`src/rtl/pic_pkg.sv`:
```
package pic_pkg;
  localparam int ID_W   = 10;
  localparam int PRIO_W = 4;
  localparam logic [ID_W-1:0] NO_SRC = 10'd1023;

  // global window
  localparam logic [11:0] G_CTRL    = 12'h000;
  localparam logic [11:0] G_EN_SET  = 12'h030;
  localparam logic [11:0] G_EN_CLR  = 12'h034;
  localparam logic [11:0] G_SRC_BASE = 12'h100;
  // processor window
  localparam logic [11:0] P_DOORBELL = 12'h008;
  localparam logic [11:0] P_TASKPRI  = 12'h040;
  localparam logic [11:0] P_ACK      = 12'h044;
  localparam logic [11:0] P_MSK_SET  = 12'h048;
  localparam logic [11:0] P_MSK_CLR  = 12'h04C;

  localparam int SRC_PRIO_LSB = 24;
  localparam int SRC_EN_BIT   = 28;
  localparam int TASK_LSB     = 28;
endpackage

```
`src/rtl/pic_regs.sv`:
```
module pic_regs
  import pic_pkg::*;
#(
  parameter int NUM_SRC = 8,
  parameter int DB_W    = 8
) (
  input  logic                              clk,
  input  logic                              rst_n,
  input  logic [DB_W-1:0]                   db_set,
  input  logic                              bus_wr,
  input  logic                              bus_cpu,
  input  logic [11:0]                       bus_addr,
  input  logic [31:0]                       bus_wdata,
  input  logic [ID_W-1:0]                   sel_id,
  output logic [31:0]                       bus_rdata,
  output logic [NUM_SRC-1:0]                en_q,
  output logic [NUM_SRC-1:0]                mask_q,
  output logic [NUM_SRC-1:0][PRIO_W-1:0]    prio_q,
  output logic [PRIO_W-1:0]                 tp_q,
  output logic                              prio_en_q,
  output logic [DB_W-1:0]                   db_q
);
  logic [NUM_SRC-1:0]             en_n, mask_n;
  logic [NUM_SRC-1:0][PRIO_W-1:0] prio_n;
  logic [PRIO_W-1:0]              tp_n;
  logic                           prio_en_n;
  logic [DB_W-1:0]                db_n;
  logic                           wr_g, wr_p;

  assign wr_g = bus_wr && !bus_cpu;
  assign wr_p = bus_wr &&  bus_cpu;

  always_comb begin
    en_n      = en_q;
    mask_n    = mask_q;
    prio_n    = prio_q;
    tp_n      = tp_q;
    prio_en_n = prio_en_q;
    db_n      = db_q;
    if (wr_g && bus_addr == G_CTRL) prio_en_n = bus_wdata[0];
    if (wr_p && bus_addr == P_TASKPRI) tp_n = bus_wdata[TASK_LSB +: PRIO_W];
    if (wr_p && bus_addr == P_DOORBELL) db_n = db_q & bus_wdata[DB_W-1:0];
    db_n = db_n | db_set;
    for (int i = 0; i < NUM_SRC; i++) begin
      if (bus_wdata == 32'(i)) begin
        if (wr_g && bus_addr == G_EN_SET)  en_n[i]   = 1'b1;
        if (wr_g && bus_addr == G_EN_CLR)  en_n[i]   = 1'b0;
        if (wr_p && bus_addr == P_MSK_SET) mask_n[i] = 1'b1;
        if (wr_p && bus_addr == P_MSK_CLR) mask_n[i] = 1'b0;
      end
      if (wr_g && bus_addr == 12'(G_SRC_BASE + 12'(4 * i))) begin
        prio_n[i] = bus_wdata[SRC_PRIO_LSB +: PRIO_W];
        en_n[i]   = bus_wdata[SRC_EN_BIT];
      end
    end
  end

  always_ff @(posedge clk or negedge rst_n) begin
    if (!rst_n) begin
      en_q      <= '0;
      mask_q    <= '1;
      prio_q    <= '0;
      tp_q      <= '0;
      prio_en_q <= 1'b0;
      db_q      <= '0;
    end else begin
      en_q      <= en_n;
      mask_q    <= mask_n;
      prio_q    <= prio_n;
      tp_q      <= tp_n;
      prio_en_q <= prio_en_n;
      db_q      <= db_n;
    end
  end

  always_comb begin
    bus_rdata = '0;
    if (!bus_cpu) begin
      if (bus_addr == G_CTRL) begin
        bus_rdata[0]    = prio_en_q;
        bus_rdata[11:2] = 10'(NUM_SRC);
      end
      for (int i = 0; i < NUM_SRC; i++) begin
        if (bus_addr == 12'(G_SRC_BASE + 12'(4 * i))) begin
          bus_rdata[SRC_PRIO_LSB +: PRIO_W] = prio_q[i];
          bus_rdata[SRC_EN_BIT]             = en_q[i];
        end
      end
    end else begin
      if (bus_addr == P_TASKPRI)  bus_rdata[TASK_LSB +: PRIO_W] = tp_q;
      if (bus_addr == P_ACK)      bus_rdata[ID_W-1:0] = sel_id;
      if (bus_addr == P_DOORBELL) bus_rdata[DB_W-1:0] = db_q;
    end
  end
endmodule

```
`src/rtl/pic_select.sv`:
```
module pic_select
  import pic_pkg::*;
#(
  parameter int NUM_SRC = 8
) (
  input  logic [NUM_SRC-1:0]             src_in,
  input  logic [NUM_SRC-1:0]             en_q,
  input  logic [NUM_SRC-1:0]             mask_q,
  input  logic [NUM_SRC-1:0][PRIO_W-1:0] prio_q,
  input  logic [PRIO_W-1:0]              tp_q,
  input  logic                           prio_en_q,
  output logic                           sel_valid,
  output logic [ID_W-1:0]                sel_id
);
  logic [NUM_SRC-1:0] live;
  logic [PRIO_W-1:0]  best_prio;

  always_comb begin
    for (int i = 0; i < NUM_SRC; i++)
      live[i] = src_in[i] && en_q[i] && !mask_q[i]
                && (!prio_en_q || prio_q[i] > tp_q);
  end

  // ascending scan: replace only on strictly higher priority, so ties keep the lower number
  always_comb begin
    sel_valid = 1'b0;
    sel_id    = NO_SRC;
    best_prio = '0;
    for (int i = 0; i < NUM_SRC; i++) begin
      if (live[i] && (!sel_valid || (prio_en_q && prio_q[i] > best_prio))) begin
        sel_valid = 1'b1;
        sel_id    = ID_W'(i);
        best_prio = prio_q[i];
      end
    end
  end
endmodule

```
`src/rtl/pic_irq_out.sv`:
```
module pic_irq_out #(
  parameter bit REG_IRQ = 1'b1
) (
  input  logic clk,
  input  logic rst_n,
  input  logic sel_valid,
  output logic irq
);
  generate
    if (REG_IRQ) begin : g_reg
      logic irq_q;
      always_ff @(posedge clk or negedge rst_n) begin
        if (!rst_n) irq_q <= 1'b0;
        else        irq_q <= sel_valid;
      end
      assign irq = irq_q;
    end else begin : g_comb
      assign irq = sel_valid;
    end
  endgenerate
endmodule

```
`src/rtl/pic_top.sv`:
```
module pic_top
  import pic_pkg::*;
#(
  parameter int NUM_SRC = 8,
  parameter int DB_W    = 8,
  parameter bit REG_IRQ = 1'b1
) (
  input  logic               clk,
  input  logic               rst_n,
  input  logic [NUM_SRC-1:0] src_in,
  input  logic [DB_W-1:0]    db_set,
  input  logic               bus_wr,
  input  logic               bus_cpu,
  input  logic [11:0]        bus_addr,
  input  logic [31:0]        bus_wdata,
  output logic [31:0]        bus_rdata,
  output logic               irq
);
  logic [NUM_SRC-1:0]             en_q, mask_q;
  logic [NUM_SRC-1:0][PRIO_W-1:0] prio_q;
  logic [PRIO_W-1:0]              tp_q;
  logic                           prio_en_q;
  logic [DB_W-1:0]                db_q;
  logic                           sel_valid;
  logic [ID_W-1:0]                sel_id;

  pic_regs #(.NUM_SRC(NUM_SRC), .DB_W(DB_W)) u_regs (
    .clk(clk), .rst_n(rst_n), .db_set(db_set), .bus_wr(bus_wr),
    .bus_cpu(bus_cpu), .bus_addr(bus_addr), .bus_wdata(bus_wdata),
    .sel_id(sel_id), .bus_rdata(bus_rdata), .en_q(en_q), .mask_q(mask_q),
    .prio_q(prio_q), .tp_q(tp_q), .prio_en_q(prio_en_q), .db_q(db_q)
  );

  pic_select #(.NUM_SRC(NUM_SRC)) u_sel (
    .src_in(src_in), .en_q(en_q), .mask_q(mask_q), .prio_q(prio_q),
    .tp_q(tp_q), .prio_en_q(prio_en_q), .sel_valid(sel_valid), .sel_id(sel_id)
  );

  pic_irq_out #(.REG_IRQ(REG_IRQ)) u_irq (
    .clk(clk), .rst_n(rst_n), .sel_valid(sel_valid), .irq(irq)
  );
endmodule

```
`config.mk`:
```
export PLATFORM = sky130hd
export DESIGN_NAME = pic_top
export DESIGN_NICKNAME = d
export VERILOG_FILES = /design/src/rtl/pic_pkg.sv /design/src/rtl/pic_regs.sv /design/src/rtl/pic_select.sv /design/src/rtl/pic_irq_out.sv /design/src/rtl/pic_top.sv
export SDC_FILE = /design/constraint.sdc
export NUM_CORES = 1
export LEC_CHECK = 0
export BUFFER_PORTS_ARGS = -buffer_cell sky130_fd_sc_hd__buf_4
export CELL_PAD_IN_SITES_DETAIL_PLACEMENT = 1
export CELL_PAD_IN_SITES_GLOBAL_PLACEMENT = 1
export CORE_ASPECT_RATIO = 0.9
export CORE_MARGIN = 2
export CORE_UTILIZATION = 40
export CTS_BUF_LIST = sky130_fd_sc_hd__clkbuf_4 sky130_fd_sc_hd__clkbuf_8
export CTS_CLUSTER_SIZE = 8
export DETAILED_ROUTE_END_ITERATION = 12
export HOLD_SLACK_MARGIN = 0.06
export PLACE_DENSITY_LB_ADDON = 0.1
export SLEW_MARGIN = 5
export SYNTH_ARGS = -nofsm -noshare
export SYNTH_HDL_FRONTEND = slang
export SYNTH_SLANG_ARGS = --single-unit
```
`constraint.sdc`:
```
create_clock -name clk -period 17.2 [get_ports clk]
set_clock_uncertainty 0.2 [all_clocks]
set_input_delay 3.44 -clock clk [delete_from_list [all_inputs] [get_ports clk]]
set_output_delay 3.44 -clock clk [all_outputs]
set_load 0.02 [all_outputs]
```
After elaboration in Yosys (flattened, before gate mapping)
Cells that the tools add are included.
Operators by class
  order comparisons: 15
  equality and inequality tests: 22
  bitwise operators: 2
  muxes and demuxes: 64
  reductions and logical operators: 122
Operators with widths (number)
  $eq A32 B3 Y1 const B: 4
  $eq A12 B9 Y1 const B: 8
  $mux W10: 9
  $eq A32 B2 Y1 const B: 2
  $gt A4 B4 Y1: 15
  $logic_and A1 B1 Y1: 55
  $eq A12 B7 Y1 const B: 4
  $mux W4: 10
  $mux W5: 8
  $eq A32 B1 Y1 const B: 1
  $logic_not A32 Y1: 1
  $mux W1: 32
  $reduce_and A2 Y1: 16
  $eq A12 B6 Y1 const B: 2
  $mux W8: 3
  $reduce_bool A3 Y1: 8
  $reduce_bool A2 Y1: 9
  $logic_not A1 Y1: 17
  $logic_or A1 B1 Y1: 15
  $eq A12 B4 Y1 const B: 1
  $logic_not A12 Y1: 1
  $and A8 B8 Y8: 1
  $or A8 B8 Y8: 1
  $mux W3: 1
  $mux W2: 1
Word-level totals
  output and inout bits: 33
  bits of input ports: 64
  flip-flop bits (word level): 62
  logic and storage cells: 253

Logic depth before layout (Yosys ltp)
  word-level depth: 42
  gate-level depth with buffers: 59

Hierarchy
A second synthesis with hierarchy kept.
Second synthesis, totals
  cells, all modules: 636
  area total of the unflattened synthesis: 5731.7 um^2
By module, submodules not included
  pic_regs: cells an instance 352, instances 1, area each 3565.9 um^2
  pic_select: cells an instance 283, instances 1, area each 2140.8 um^2
  pic_irq_out: cells an instance 1, instances 1, area each 25.0 um^2

Least setup slack after synthesis
OpenSTA, ideal clock, no wires.
  kind: input to output
  start: in src_in[0]
  end: out bus_rdata[2]
  stages on the path: 55
  setup slack: 353 ps
  arrival: 13207 ps
  required time: 13560 ps
  buffers on the path: 1
  path through: o2111ai_1 -> a21oi_2 -> nand2_1 -> ha_1 -> a21oi_1 -> o22ai_1 -> o221ai_1 -> o211ai_1 -> a21boi_0 -> ha_1 -> nor2b_1 -> o211ai_1 -> a21oi_1 -> a21oi_1 -> o221ai_1 -> o21ai_0 -> ha_1 -> a21oi_1 -> (+19 left out) -> o21ai_0 -> o21ai_0 -> inv_1 -> ha_1 -> nor2b_1 -> o21a_1 -> o21a_1 -> o211ai_1 -> a21oi_2 -> mux2i_1 -> ha_1 -> nor2b_1 -> o21a_1 -> o21a_1 -> o211ai_1 -> a21oi_1 -> a2111oi_0 -> o21ai_0
Between the ends
  word-level cells in the longest chain between the ends: 42
  elaborated cells between the ends (all ways): 63
  classes of those cells: 7 x order compare; 25 x mux; 31 x reduce/logical
Ends and longest elaborated chain
  start: declaration: RTL line pic_top.sv:10  | input logic [NUM_SRC-1:0] src_in,
  $logic_and A1 B1 Y1 (*) (2 in a row): RTL line pic_select.sv:20  | live[i] = src_in[i] && en_q[i] && !mask_q[i]
  $logic_and A1 B1 Y1 (*): RTL line pic_select.sv:21  | && (!prio_en_q || prio_q[i] > tp_q);
  $mux W4: RTL line pic_select.sv:30  | if (live[i] && (!sel_valid || (prio_en_q && prio_q[i] > best_prio))) begin
  $gt A4 B4 Y1: RTL line pic_select.sv:30
  $logic_and A1 B1 Y1: RTL line pic_select.sv:30
  $logic_or A1 B1 Y1: RTL line pic_select.sv:30
  $logic_and A1 B1 Y1: RTL line pic_select.sv:30
  $mux W4: RTL line pic_select.sv:30
  (+25 left out)
  $gt A4 B4 Y1: RTL line pic_select.sv:30
  $logic_and A1 B1 Y1: RTL line pic_select.sv:30
  $logic_or A1 B1 Y1: RTL line pic_select.sv:30
  $logic_and A1 B1 Y1: RTL line pic_select.sv:30
  $mux W10 (*): RTL line pic_select.sv:30
  $mux W10 (*): RTL line pic_regs.sv:91  | if (bus_addr == P_ACK) bus_rdata[ID_W-1:0] = sel_id;
  $mux W8 (*): RTL line pic_regs.sv:92  | if (bus_addr == P_DOORBELL) bus_rdata[DB_W-1:0] = db_q;
  $mux W8 (*): RTL line pic_regs.sv:78  | if (!bus_cpu) begin
  end: declaration: RTL line pic_top.sv:16  | output logic [31:0] bus_rdata,
Mark *: on every way between the ends. The rest lies on a longest branch, timed or not.

Final worst setup path
  start: in src_in[0]
  end: out bus_rdata[1]
Between the ends
  word-level cells in the longest chain between the ends: 42
  elaborated cells between the ends (all ways): 63
  classes of those cells: 7 x order compare; 25 x mux; 31 x reduce/logical
Ends and longest elaborated chain (RTL line)
  $logic_and A1 B1 Y1 (*) (2 in a row): pic_select.sv:20
  $logic_and A1 B1 Y1 (*): pic_select.sv:21
  $mux W4: pic_select.sv:30
  $gt A4 B4 Y1: pic_select.sv:30
  $logic_and A1 B1 Y1: pic_select.sv:30
  $logic_or A1 B1 Y1: pic_select.sv:30
  $logic_and A1 B1 Y1: pic_select.sv:30
  $mux W4: pic_select.sv:30
  (+25 left out)
  $gt A4 B4 Y1: pic_select.sv:30
  $logic_and A1 B1 Y1: pic_select.sv:30
  $logic_or A1 B1 Y1: pic_select.sv:30
  $logic_and A1 B1 Y1: pic_select.sv:30
  $mux W10 (*): pic_select.sv:30
  $mux W10 (*): pic_regs.sv:91
  $mux W8 (*): pic_regs.sv:92
  $mux W1 (*): pic_regs.sv:78
Marks and branches as above.

==> results.py <==
metrics = {
    "drt": {
        "drc_errors": 0,
        "wire_per_inst_um": 23.6,
        "ant_nets": 0,
        "vias": 5436,
        "wl_um": 20900,
        "drt_iter0_markers": 586,
        "dr.pass1.iters": 8,
        "via_per_inst": 6.12,
    },
    "synthesis": {
        "synth_area_um2": 5330,
        "syn_inst": 602,
        "synthArstFlopShare_pct": 100,
        "synth_edf_count": 0,
        "syn_area_per_cell_um2": 8.85,
        "synth_cell_type_count": 65,
        "yosysSeqAreaShare_pct": 29.3,
        "synth-warning-count": 0,
        "synthFlopType": "dfrtp_1",
        "ys_seq_elements": 62,
    },
    "power_and_ir_drop": {
        "p_leak_nw": 3.00,
        "power_per_cell_area_nw_per_um2": 46.5,
        "peakVddDrop_mv": 0.0374,
    },
    "place": {
        "hpwl_um": 15200,
        "placed_area_um2": 6130,
        "gp_congestion": 0.930,
        "io_buffers": 82,
        "post-place-ws_ns": -0.469,
    },
    "die": {
        "die_h_um": 113,
        "core_area_um2": 12800,
        "die_x_um": 126,
        "initial_core_util_pct": 41.5,
        "io_pins": 97,
        "die_area_um2": 14300,
        "rows": 39,
    },
    "clocking": {
        "clkSinkCount": 62,
        "cts_root_buf": "clkbuf_8",
        "hold_buffers": 0,
        "cts_max_level": 3,
        "clk_path_buf_depth": 2,
        "insertion_delay_ns": 0.37,
        "cts_inserted_buffers": 9,
        "clk_pin_slew_worst_paths_ns": 0.07,
        "cts_tree": "built",
    },
    "global_routing": {
        "antenna_found_initial": 0,
        "grtUsageMet2_pct": 44.6,
        "grt_max_degree": 63,
        "grtUsageMet3_pct": 8.26,
        "use_met1_pct": 37.9,
        "top_usage_layer": "met2",
        "grt_pass1_vias": 5551,
        "grt.overflow.total": 0,
        "grt_pass1_wl_um": 31400,
        "groute.usage.overall_pct": 28.6,
    },
    "finish": {
        "post_route_cells_drive_above_1_share_pct": 33.8,
        "fill_cells": 1500,
        "layout.nets": 843,
        "fin_util_pct": 54.0,
        "area_delta_synth_final_pct": 30.1,
        "stdcell_area_um2": 6930,
        "n_antenna_cell": 0,
    },
    "critical_path": {
        "slowest_stage": "o211ai_1",
        "path_max_fanout": 7,
        "start_kind": "input pin",
        "required_ns": 13.56,
        "cp_data_arrival_time_ns": 13.51,
        "crit_path_end_kind": "output pin",
        "critical_path_class": "in2out",
        "max_stage_delay_ns": 0.36,
    },
    "sta": {
        "setup_viol": 0,
        "rsz0062_at_grt": "true",
        "period_share_pct": 99.7,
        "fin_ws_ns": 0.0548,
        "slew_violations": 0,
        "holdWs_ns": 0.298,
        "tightest_slew_ns": 1.16,
        "setup-tns-final_ns": 0,
        "fin_crit_ns": 17.15,
        "hold_viol": 0,
        "fmax_ghz": 0.0583,
        "slew_headroom_pct": 22.1,
    },
    "min_path": {
        "hp-class": "reg2reg",
    },
    "outcome": {
        "status": "complete, no violations",
    },
    "job": {
        "maxCapViolCount": 0,
    },
}
[power by group]
part	switching (mW)	internal (mW)	total (mW)	leakage, nW
sequential	0.000571	0.146	0.147	0.738
clock	0.0665	0.0779	0.144	0.106
combinational	0.0186	0.0127	0.0313	2.16
[layer usage]
layer  up-vias  part of all wire [%]  wire, um
met5         -                     0         0
met4         0                   2.2       466
met3        40                   5.9      1230
met2       183                    47      9800
met1      2723                    45      9440
li1       2490                     -         -
[cells in the mapped netlist, types with 6 or more instances]
cell	n	area share [%]
a21oi_1	23	2.2
a22oi_1	15	2.1
a31oi_1	6	0.70
buf_4	16	2.3
clkbuf_1	8	0.56
dfrtp_1	54	25
dfstp_2	8	3.9
ha_1	60	14
inv_1	28	2.0
mux2_1	6	1.3
mux2_2	21	4.4
nand2_1	58	4.1
nand2b_1	19	2.2
nand3_1	13	1.2
nand4_1	11	1.3
nor2_1	29	2.0
nor2b_1	10	1.2
nor3_1	11	1.0
nor4_1	8	0.94
o211ai_1	12	1.7
o21a_1	10	1.4
o21ai_0	58	5.5
o22ai_1	11	1.3
o31ai_1	10	1.4
[state kept, by name (all words and copies together), names as in the netlist]
register	count
u_regs.prio_q	32
u_regs.db_q	8
u_regs.en_q	8
u_regs.mask_q	8
u_regs.tp_q	4
u_irq.irq	1
u_regs.prio_en_q	1
[what timing repair did]
item,CTS,global route
gates resized for setup,17,70
pin swaps,8,40
setup buffers,10,14
setup endpoints to repair,3,3
[metrics by stage]
step | power [mW] | std cells
2_1_floorplan | 0.161 | 615
3_3_place_gp | 0.179 | 848
3_5_place_dp | 0.180 | 848
4_1_cts | 0.324 | 874
5_1_grt | 0.333 | 888
6_report | 0.322 | 888
[worst max-delay path, delay by kind of cell]
family	cells	cell delay [ns]
and+or+nand+nor	8	1.03
AOI/OAI and AO/OA	34	6.02
buffers and inverters	5	0.69
adders and majority gates	7	2.07
muxes	1	0.23
[cells by family (layout without fill, tap and decap cells)]
kind of cell | Yosys count | in the layout | synth area share [%]
compound gates | 200 | 200 | 25.1
fa+ha+maj | 60 | 60 | 14.1
buf+inv | 58 | 167 | 5.45
flops | 62 | 62 | 29.3
mux | 30 | 30 | 6.27
other cells | 1 | 14 | 0.0704
simple gates | 191 | 191 | 19.7
[cell usage in the layout (no fill, tap or decap), drive strengths merged, types with 10 or more instances in the layout]
cell / instances
o21a: 10
nor3: 16
a22oi: 15
a21oi: 25
nand3: 13
o22ai: 11
clkbuf: 13
o31ai: 10
conb: 14
dfrtp: 54
inv: 29
o21ai: 62
ha: 60
nand2b: 19
buf: 122
mux2: 27
nand2: 59
nand4: 11
nor2: 36
nor2b: 10
o211ai: 12
[area by class of cell]
| class | instances | area, um2 | area share [%] |
|---|---|---|---|
| repair buffers | 122 | 935 | 13.5 |
| inverters | 29 | 109 | 1.57 |
| well taps | 164 | 205 | 2.96 |
| flip-flops and latches | 62 | 1560 | 22.5 |
| clock inverters | 3 | 42.5 | 0.614 |
| multi-input cells | 495 | 3910 | 56.4 |
| clock buffers | 13 | 166 | 2.40 |
[final timing paths]
check	start	to	slack, ns	depth (start not counted)
setup reg to reg	u_regs.prio_en_q	u_irq.irq	13.76	6
hold / removal	u_regs.mask_q[3]	u_regs.mask_q[3]	0.30	2
setup / recovery	src_in[0]	bus_rdata[1]	0.05	55
max in group asynchronous	rst_n	u_regs.tp_q[1]	13.26	1
min in group asynchronous	rst_n	u_regs.prio_q[13]	2.96	1
hold reg to reg	u_regs.mask_q[3]	u_regs.mask_q[3]	0.30	2
Note: power is estimated with default switching activity, not from simulation.
